===== src/rtl/exc_pkg.sv =====
package exc_pkg;
  localparam int XLEN    = 32;
  localparam int CAUSE_W = 1;

  typedef enum logic [CAUSE_W-1:0] {
    CAUSE_UNDEF = 1'b0,
    CAUSE_OVF   = 1'b1
  } cause_e;

  typedef struct packed {
    logic take;
    logic from_ex;
    logic fl_if;
    logic fl_id;
    logic fl_ex;
    logic suppress;
  } exc_dec_t;
endpackage


===== src/rtl/exc_prio.sv =====
module exc_prio
  import exc_pkg::*;
(
  input  logic     rst,
  input  logic     blocked,
  input  logic     id_valid,
  input  logic     id_undef,
  input  logic     ex_valid,
  input  logic     ex_ovf,
  output exc_dec_t dec
);
  logic id_req;
  logic ex_req;

  // Bubbles cannot raise requests
  assign id_req = id_valid & id_undef;
  assign ex_req = ex_valid & ex_ovf;

  always_comb begin
    dec          = '0;
    dec.take     = (id_req | ex_req) & ~blocked & ~rst;
    // Deepest stage is the oldest instruction and wins
    dec.from_ex  = ex_req;
    dec.fl_if    = dec.take;
    dec.fl_id    = dec.take;
    dec.fl_ex    = dec.take & ex_req;
    dec.suppress = dec.take & ex_req;
  end
endmodule


===== src/rtl/exc_vector.sv =====
module exc_vector
  import exc_pkg::*;
#(
  parameter bit              VECTORED    = 1'b0,
  parameter logic [XLEN-1:0] FIXED_ENTRY = 32'h8000_0180,
  parameter logic [XLEN-1:0] VEC_BASE    = 32'hC000_0000,
  parameter int              SLOT_SHIFT  = 5
)(
  input  cause_e          cause,
  output logic [XLEN-1:0] entry
);
  logic [XLEN-1:0] slot_addr;

  assign slot_addr = VEC_BASE + (XLEN'(cause) << SLOT_SHIFT);
  assign entry     = VECTORED ? slot_addr : FIXED_ENTRY;
endmodule


===== src/rtl/exc_state.sv =====
module exc_state
  import exc_pkg::*;
(
  input  logic            clk,
  input  logic            rst,
  input  logic            take,
  input  cause_e          cause_in,
  input  logic [XLEN-1:0] pc_in,
  input  logic            rd_sel,
  output logic [XLEN-1:0] rd_data,
  output logic            taken_q
);
  logic [XLEN-1:0] epc_q;
  cause_e          cause_q;

  always_ff @(posedge clk) begin
    if (rst) begin
      epc_q   <= '0;
      cause_q <= CAUSE_UNDEF;
      taken_q <= 1'b0;
    end else begin
      taken_q <= take;
      if (take) begin
        epc_q   <= pc_in + XLEN'(4);
        cause_q <= cause_in;
      end
    end
  end

  assign rd_data = rd_sel ? {{(XLEN-CAUSE_W){1'b0}}, cause_q} : epc_q;
endmodule


===== src/rtl/exc_ctrl.sv =====
module exc_ctrl
  import exc_pkg::*;
#(
  parameter bit VECTORED = 1'b0
)(
  input  logic        clk,
  input  logic        rst,
  input  logic        id_valid,
  input  logic        id_undef,
  input  logic [31:0] id_pc,
  input  logic        ex_valid,
  input  logic        ex_ovf,
  input  logic [31:0] ex_pc,
  input  logic        br_redirect,
  input  logic [31:0] br_target,
  input  logic        rd_sel,
  output logic        exc_take,
  output logic        flush_if,
  output logic        flush_id,
  output logic        flush_ex,
  output logic        wr_suppress,
  output logic        pc_redirect,
  output logic [31:0] pc_target,
  output logic [31:0] rd_data
);
  exc_dec_t        dec;
  logic            taken_q;
  cause_e          cause_sel;
  logic [XLEN-1:0] pc_sel;
  logic [XLEN-1:0] entry;

  exc_prio u_prio (
    .rst      (rst),
    .blocked  (taken_q),
    .id_valid (id_valid),
    .id_undef (id_undef),
    .ex_valid (ex_valid),
    .ex_ovf   (ex_ovf),
    .dec      (dec)
  );

  assign cause_sel = dec.from_ex ? CAUSE_OVF : CAUSE_UNDEF;
  assign pc_sel    = dec.from_ex ? ex_pc : id_pc;

  exc_vector #(.VECTORED(VECTORED)) u_vec (
    .cause (cause_sel),
    .entry (entry)
  );

  exc_state u_state (
    .clk      (clk),
    .rst      (rst),
    .take     (dec.take),
    .cause_in (cause_sel),
    .pc_in    (pc_sel),
    .rd_sel   (rd_sel),
    .rd_data  (rd_data),
    .taken_q  (taken_q)
  );

  assign exc_take    = dec.take;
  assign flush_if    = dec.fl_if;
  assign flush_id    = dec.fl_id;
  assign flush_ex    = dec.fl_ex;
  assign wr_suppress = dec.suppress;
  // Exception redirect outranks a branch in the same cycle
  assign pc_redirect = dec.take | (br_redirect & ~rst);
  assign pc_target   = dec.take ? entry : br_target;
endmodule


===== config.mk =====
export PLATFORM = sky130hd
export DESIGN_NAME = exc_ctrl
export DESIGN_NICKNAME = d
export VERILOG_FILES = /design/src/rtl/exc_pkg.sv /design/src/rtl/exc_prio.sv /design/src/rtl/exc_vector.sv /design/src/rtl/exc_state.sv /design/src/rtl/exc_ctrl.sv
export SDC_FILE = /design/constraint.sdc
export NUM_CORES = 1
export LEC_CHECK = 0
export BUFFER_PORTS_ARGS = -buffer_cell sky130_fd_sc_hd__buf_2
export CORE_ASPECT_RATIO = 0.7
export CORE_MARGIN = 5
export CORE_UTILIZATION = 41
export DETAILED_ROUTE_END_ITERATION = 6
export PLACE_DENSITY = 0.72
export SYNTH_ARGS = -nofsm -noshare
export SYNTH_HDL_FRONTEND = slang
export SYNTH_SLANG_ARGS = --single-unit

===== constraint.sdc =====
create_clock -name clk -period 5.5 [get_ports clk]
set_clock_uncertainty 0.1 [all_clocks]
set_input_delay 1.1 -clock clk [delete_from_list [all_inputs] [get_ports clk]]
set_output_delay 1.1 -clock clk [all_outputs]
set_load 0.05 [all_outputs]

* Word-level counts from Yosys, hierarchy flattened
Cells that the tools add are included.
** Operators by class
- Mux-type cells :: 4
- $add $sub $neg :: 1
- Bitwise operators :: 10
** Operators with widths (count)
- $mux 32 :: 3
- $add 32x3->32 const B :: 1
- $and 1x1->1 :: 6
- $not 1->1 :: 2
- $or 1x1->1 :: 2
- $mux 1 :: 1
** Word-level totals
- Bits of input ports :: 104
- Register bits :: 34
- Word-level logic and storage cells :: 18
- Output and inout bits :: 70

* Longest topological paths before layout
Gate-level depths: netlist of the first run.
- Depth after elaboration :: 5
- Depth in mapped cells :: 14
- Depth with buffers taken out :: 9

* By module
A second synthesis of the first run with hierarchy kept.
** Second synthesis, totals
- Cells, all modules :: 370
- Area total of the unflattened synthesis :: 3378.2 um^2
** By module, submodules not included
- exc_state :: seq. area each 680.7 um^2, times used 1, area each 1996.9 um^2, cells an instance 254
- exc_ctrl :: seq. area each 0.0 um^2, times used 1, area each 1069.8 um^2, cells an instance 74
- exc_vector :: seq. area each 0.0 um^2, times used 1, area each 247.7 um^2, cells an instance 34
- exc_prio :: seq. area each 0.0 um^2, times used 1, area each 63.8 um^2, cells an instance 8

* Least setup slack after synthesis of the first run
Ideal clock, no wire load.
- Path type :: input port to output port
- Start :: input port ex_ovf
- End :: output port wr_suppress
- Arrival :: 3.030 ns
- Buffers on the path :: 3
- Cell stages on the path :: 7
- Setup slack :: 1.270 ns
- Required time :: 4.300 ns
- Cell sequence :: buf_4 nand2_1 a21oi_1 nand2_1 clkbuf_1 nor2_1 buf_4
** Between the ends
- Cells in the longest elaborated chain, start to end :: 5
** Ends and longest elaborated chain
- start, declared :: line exc_ctrl.sv:12 : input logic ex_ovf,
- $and 1x1->1 (*) :: line exc_prio.sv:17 : assign ex_req = ex_valid & ex_ovf;
- $or 1x1->1 :: line exc_prio.sv:21 : dec.take = (id_req | ex_req) & ~blocked & ~rst;
- $and 1x1->1 (2 in a row) :: line exc_prio.sv:21
- $and 1x1->1 (*)
- end, declared :: line exc_ctrl.sv:21 : output logic wr_suppress,
Every way passes the cells marked *; elsewhere a longest branch is shown, timed or not.

* Worst setup path after layout of the first run
- Start :: input port rst
- End :: output port pc_target[22]
** Between the ends
- Cells in the longest elaborated chain, start to end :: 3
** Ends and longest elaborated chain
- start, declared :: line exc_ctrl.sv:7 : input logic rst,
- $not 1->1 :: line exc_prio.sv:21
- $and 1x1->1 :: line exc_prio.sv:21
- $mux 32 :: line exc_ctrl.sv:68 : assign pc_target = dec.take ? entry : br_target;
- end, declared :: line exc_ctrl.sv:23 : output logic [31:0] pc_target,
No other way between the ends.

==> results of run 1 <==
[metrics by stage]
step	util, %	instance area (sq um)	total power (W)	instances	worst slack, ns
after CTS	54.94	3950	0.0008623	665	1.085
after global placement	53.36	3836	0.0006257	657	1.182
after global routing	54.94	3950	0.0009030	665	0.8162
after floorplan	-	2987	0.0005238	416	1.270
final	54.94	3950	0.0008629	665	1.075
after detailed placement	53.36	3836	0.0006295	657	1.094
[registers in the layout, indices dropped and copies added, names as in the netlist]
name             cells
u_state.taken_q      1
u_state.cause_q      1
u_state.epc_q       32
[power by group]
part / internal (W) / switching (W)
clock network: 0.000135 / 0.000100
registers: 0.000267 / 0.0000104
logic: 0.000106 / 0.000244
[area by class of cell]
cell class / instances / area, sq um / share of cell area [%]
sequential: 34 / 680.7 / 17.23
tap: 98 / 122.6 / 3.104
timing repair buffer: 176 / 888.4 / 22.49
clock inverter: 3 / 45.04 / 1.140
clock buffer: 5 / 68.82 / 1.742
inverter: 3 / 11.26 / 0.2851
multi-input combinational: 346 / 2133 / 54.01
[cell families (layout without fill, tap and decap cells)]
logic type	after synthesis	in the layout	share of synthesized area (%)
buf+inv	36	187	5.907
flops	34	34	22.79
compound gates	71	71	16.13
fa+ha+maj	1	1	0.4189
simple gates	235	235	41.81
mux	28	28	9.719
xor+xnor	11	11	3.226
[worst max path at each step]
stage,to,slack (ns),depth (start not counted)
floorplan,wr_suppress,1.27,7
global placement,pc_target[14],1.18,6
detailed placement,exc_take,1.09,6
CTS,exc_take,1.09,6
global route,flush_id,0.82,6
finish,pc_target[22],1.08,6
[tightest hold or removal path: stages (launching register included)]
cell and delay [ns]:
dfxtp_1 0.31, nand2_1 0.05, o21ai_1 0.05
[cells in the final DEF, fill, tap and decap left out, drive strengths merged, types with 3 or more instances in the layout]
| master | count |
|---|---|
| buf | 176 |
| nand2 | 71 |
| dfxtp | 34 |
| nor2b | 31 |
| and2 | 31 |
| o21ai | 30 |
| nand3 | 27 |
| nand4 | 23 |
| mux2i | 20 |
| nor3 | 14 |
| nor2 | 13 |
| a21oi | 12 |
| mux2 | 8 |
| xor2 | 8 |
| and3 | 5 |
| clkbuf | 5 |
| nor4 | 5 |
| or4 | 4 |
| nand3b | 4 |
| a2111oi | 4 |
| inv | 3 |
| nand2b | 3 |
| xnor2 | 3 |
| or3 | 3 |
[layer usage]
metal / routed length [um] / GRT usage (%) / vias up / share of wire (%)
li1: - / - / 1780 / -
met1: 5571 / 37.22 / 1647 / 50
met4: 70 / 4.322 / 0 / 0.62
met5: 0 / 0 / - / 0
met3: 932 / 3.535 / 5 / 8.3
met2: 4672 / 31.22 / 157 / 42
==> flow_summary.toml, run 1 <==
[worst_setup_path]
worst_path_largest_cell_delay_ns = 0.60
cp_data_arrival_time_ns = 3.22
cp_slowest_cell = "nand2_1"
crit_buf_inv = 4
worstPathRequired_ns = 4.30
setup.worst_path.end_class = "output pin"
crit_chain = "buf_2 -> inv_1 -> nand2_1 -> buf_4 -> and2_1 -> buf_2"
crit_type = "in2out"
ff2ff_path_depth = 4
regToRegSetupSlack_ns = 3.56
r2r-start = "u_state.taken_q"
crit_top_cell = "buf_2"
cp_max_fo = 26
worstSetupStartpointType = "input port"
startpoint = "rst"
worstReg2RegEnd = "u_state.epc_q[26]"
crit_family = "buffers and inverters"

[finish]
antennaDiodeCount = 0
final_nets = 671
layout-drive-gt1-share_pct = 35.80
syn_to_final_growth_pct = 32.26
nFillCells = 742

[yosys]
syn-mean-instance-area_sq_um = 7.179
synth_area_leaders = "dfxtp_1, nand2_1, mux2i_1"
synth-main-ff-cell = "dfxtp_1"
synthTopCellsByCount = "nand2_1, dfxtp_1, nor2b_1"
synth_nets = 521
synth_edf_count = 0
synth-seq-cells = 34
synth_top_area_share_pct = 22.79
synthArstFlopShare_pct = 0
seq_area_frac_synth_pct = 22.79
synth_cell_types = 52
yosys.area.top_type = "dfxtp_1"
yosysMostFrequentCell = "nand2_1"
synth_cells = 416
syn-cell-area_sq_um = 2987
ys_warn_count = 0

[sta]
timing.final.crit_period_ns = 4.425
fin_crit_sh_pct = 80.45
timing.hold.ws_ns = 0.3472
hold_viol_final = 0
final.setup.tns_ns = 0
tightestPinTransition_ns = 0.8831
rsz0062_at_grt = "false"
fmax_ghz = 0.2260
setup_violations = 0
slew_violations = 0
relSlewSlack_pct = 41.13

[clock_tree]
path_clk_slew_ns = 0.07
cts_buffer_depth = 2
h-tree-depth = 2
post-cts-setup-buffers = 0
insertion_delay_ns = 0.29
cts_sinks = 34
cts_resized = 0
cts_tree = "yes"
cts_hold_buf = 0
numCtsBuffers = 5
root_buffer = "clkbuf_8"

[routing]
ant_nets = 0
remaining_drc_errors = 0
vias = 3589
vias_per_cell = 5.397
routedWlPerCell_um = 16.91
drtIter0Drc = 295
firstDrtPassIters = 5
wl_um = 11250

[die]
die_x_um = 112.0
fp.dieH_um = 81.41
pin_count = 174
fp.coreArea_sq_um = 7189
initial_core_util_pct = 41.54
rows = 26
dieArea_sq_um = 9119

[global_routing]
antenna_found_initial = 0
grt-ovfl-total = 0
grt_pass1_vias = 3155
grt_pass1_wl_um = 16820
grt_start_max_net_pins = 50
grtUsageTotal_pct = 22.95

[placed_design]
hpwl_um = 8775
numPortBuffers = 173
place.gp.congestion = 0.9753

[hold_path]
holdPathEnd = "u_state.epc_q[28]"
hold_path_class = "reg2reg"
whs_path_depth = 2
min-delay-start = "u_state.epc_q[28]"

[power_and_ir_drop]
p_leak_nw = 1.820
power-per-cell-area_nw_per_um2 = 218.5
peakVddDrop_mv = 0.1020

[run_status]
status = "completed"

[job]
max-cap-violations = 0
Power figures use the tool's default switching activity.
==> run 2, diff against run 1 <==
--- a/config.mk
+++ b/config.mk
@@ -5,6 +5,7 @@
 export SDC_FILE = /design/constraint.sdc
 export NUM_CORES = 1
 export LEC_CHECK = 0
+export ABC_AREA = 1
 export BUFFER_PORTS_ARGS = -buffer_cell sky130_fd_sc_hd__buf_2
 export CORE_ASPECT_RATIO = 0.7
 export CORE_MARGIN = 5
==> constraint.sdc (replaced) <==
create_clock -name clk -period 4.2 [get_ports clk]
set_clock_uncertainty 0.1 [all_clocks]
set_input_delay 0.84 -clock clk [delete_from_list [all_inputs] [get_ports clk]]
set_output_delay 0.84 -clock clk [all_outputs]
set_load 0.05 [all_outputs]
==> run 2 against run 1 <==
Effect of this change:
- synthesized cell count rose by 29%
- critical endpoint is now pc_target[31]
- core utilization rose by 0.51 points
- critical path type unchanged
- cell area rose by 0.48%
- setup slack got worse by 0.11 ns
- first-iteration DRC count fell by 39%
- cell count rose by 20%
- largest cell class unchanged
- largest power group unchanged
==> flow_summary.toml, run 2 <==
[routing]
vias_per_cell = 4.535
firstDrtPassIters = 4
vias = 3605
ant_nets = 0
remaining_drc_errors = 0
routedWlPerCell_um = 12.40
wl_um = 9855
drtIter0Drc = 180

[global_routing]
antenna_found_initial = 0
grtUsageTotal_pct = 21.22
grt_start_max_net_pins = 55
grt_pass1_wl_um = 15810
grt-ovfl-total = 0
grt_pass1_vias = 3259

[sta]
setup_violations = 0
tightestPinTransition_ns = 0.6224
timing.final.ws_setup_ns = 0.9670
timing.final.crit_period_ns = 3.233
fmax_ghz = 0.3093
hold_viol_final = 0
relSlewSlack_pct = 58.46
slew_violations = 0
rsz0062_at_grt = "false"
final.setup.tns_ns = 0
fin_crit_sh_pct = 76.98

[die]
die_x_um = 111.7
rows = 26
fp.coreArea_sq_um = 7157
dieArea_sq_um = 9071
pin_count = 174
initial_core_util_pct = 41.49
fp.dieH_um = 81.20

[finish]
syn_to_final_growth_pct = 33.67
final_nets = 801
final_common_cell = "buf_2"
largest_reg_flops = 32
nFillCells = 762
layout-drive-gt1-share_pct = 31.99
largestRegisters = "u_state.epc_q (32), u_state.cause_q (1), u_state.taken_q (1)"
final_cell_mix = "buf_2, nand2_1, inv_1"
top_register = "u_state.epc_q"
multi_input_area_sq_um = 1760
antennaDiodeCount = 0
register_area_sq_um = 680.7

[power_and_ir_drop]
peakVddDrop_mv = 0.1232
p_comb_share_pct = 38.6
p_leak_nw = 2.333
intPower_w = 0.0007173
switching_share_pct = 39.94
p_clk_share_pct = 31.3
p_seq_share_pct = 30.1
p_switching_w = 0.0004770
power-per-cell-area_nw_per_um2 = 300.9

[worst_setup_path]
worstSetupStartpointType = "input port"
worst_path_largest_cell_delay_ns = 0.47
worstPathRequired_ns = 3.26
cp_data_arrival_time_ns = 2.29
crit_type = "in2out"
r2r-start = "u_state.taken_q"
crit_buf_inv = 3
startpoint = "ex_valid"
cp_max_fo = 20
crit_top_cell = "buf_2"
setup.worst_path.end_class = "output pin"
cp_slowest_cell = "inv_1"
crit_family = "buffers and inverters"
crit_chain = "buf_2 -> nand2_2 -> a21oi_1 -> nand2_1 -> inv_1 -> or2_2 -> buf_2"

[clock_tree]
cts_sinks = 34
cts_resized = 0
cts_tree = "yes"
cts_hold_buf = 0
post-cts-setup-buffers = 0
numCtsBuffers = 5
path_clk_slew_ns = 0.07
h-tree-depth = 2
cts_buffer_depth = 2
root_buffer = "clkbuf_8"
insertion_delay_ns = 0.29

[yosys]
yosysMostFrequentCell = "nand2_1"
synth_nets = 641
yosys.area.top_type = "dfxtp_1"
syn-mean-instance-area_sq_um = 5.539
synth-seq-cells = 34
synth-main-ff-cell = "dfxtp_1"
synth_top_area_share_pct = 22.92
syn-cell-area_sq_um = 2969
synth_area_leaders = "dfxtp_1, nand2_1, inv_1"
synthTopCellsByCount = "nand2_1, inv_1, nor2_1"
synth_cells = 536
ys_warn_count = 0
synth_cell_types = 29
synth_edf_count = 0
seq_area_frac_synth_pct = 22.92
synthArstFlopShare_pct = 0

[hold_path]
min-delay-start = "u_state.epc_q[29]"
hold_path_class = "reg2reg"

[placed_design]
place.gp.congestion = 0.9071
pre_cts_slack_ns = 0.9462
numPortBuffers = 173
hpwl_um = 8082

[job]
max-cap-violations = 0

[run_status]
status = "completed"
-- run 2: cell count changes after synthesis, sizes merged, moves of 8 or more --
cell,previous run,this run
and2,31,1
clkbuf,22,11
inv,3,96
mux2,8,0
mux2i,20,3
nand2,71,187
nand3,27,52
nand4,23,1
nor2,13,82
nor2b,31,0
nor3,14,0
o21ai,30,20
o22ai,0,13
-- run 2: power by group through the flow --
stage | clock network, W | registers, W | logic, W
after floorplan | 0 | 0.000364 | 0.000338
after global placement | 0 | 0.000366 | 0.000456
after detailed placement | 0 | 0.000367 | 0.000461
after CTS | 0.000377 | 0.000359 | 0.000463
after global routing | 0.000391 | 0.000363 | 0.000506
final | 0.000373 | 0.000360 | 0.000461
-- run 2: area by class of cell --
class / count / share of cell area, %
Clock buffer: 5 / 1.734
Clock inverter: 3 / 1.734
Inverter: 97 / 9.174
Multi-Input combinational cell: 380 / 44.36
Sequential cell: 34 / 17.15
Tap cell: 98 / 3.090
Timing Repair Buffer: 178 / 22.76
-- run 2: worst min-delay path, delay by kind of cell, from the launching register on --
kind             cells  cell delay [ns]
AND/OR/NAND/NOR      2             0.10
flip-flops           1             0.32
-- run 2: routing by layer --
metal / wire length [um] / global-route usage (%) / share of wire [%]
met2: 3976 / 31.94 / 40
met4: 47 / 2.552 / 0.48
met5: 0 / 0 / 0
met1: 5066 / 32.36 / 51
met3: 764 / 3.500 / 7.8
-- run 2: final timing paths --
path,endpoint,slack [ns],cells past startpoint
setup reg to reg,u_state.epc_q[25],2.41,7
hold reg to reg,u_state.epc_q[29],0.36,2
setup / recovery,pc_target[31],0.97,7
hold / removal,u_state.epc_q[29],0.36,2
-- run 2: cells by family (layout without fill, tap and decap cells) --
group	count (synthesis)	after routing	share of synthesized area, %
compound gates	41	41	7.754
simple gates	328	328	48.04
xor+xnor	7	7	2.065
mux	3	3	1.011
flops	34	34	22.92
fa+ha+maj	1	1	0.4213
buf+inv	122	283	17.78
-- run 2: stage by stage --
step	hold slack (ns)	std cells	util (%)	area (sq um)	power (W)
after floorplan	0.3260	536	-	2969	0.0007025
after global placement	0.3427	787	53.53	3831	0.0008220
after detailed placement	0.3482	787	53.53	3831	0.0008283
after CTS	0.3607	795	55.45	3969	0.001199
after global routing	0.3892	795	55.45	3969	0.001259
final	0.3595	795	55.45	3969	0.001194
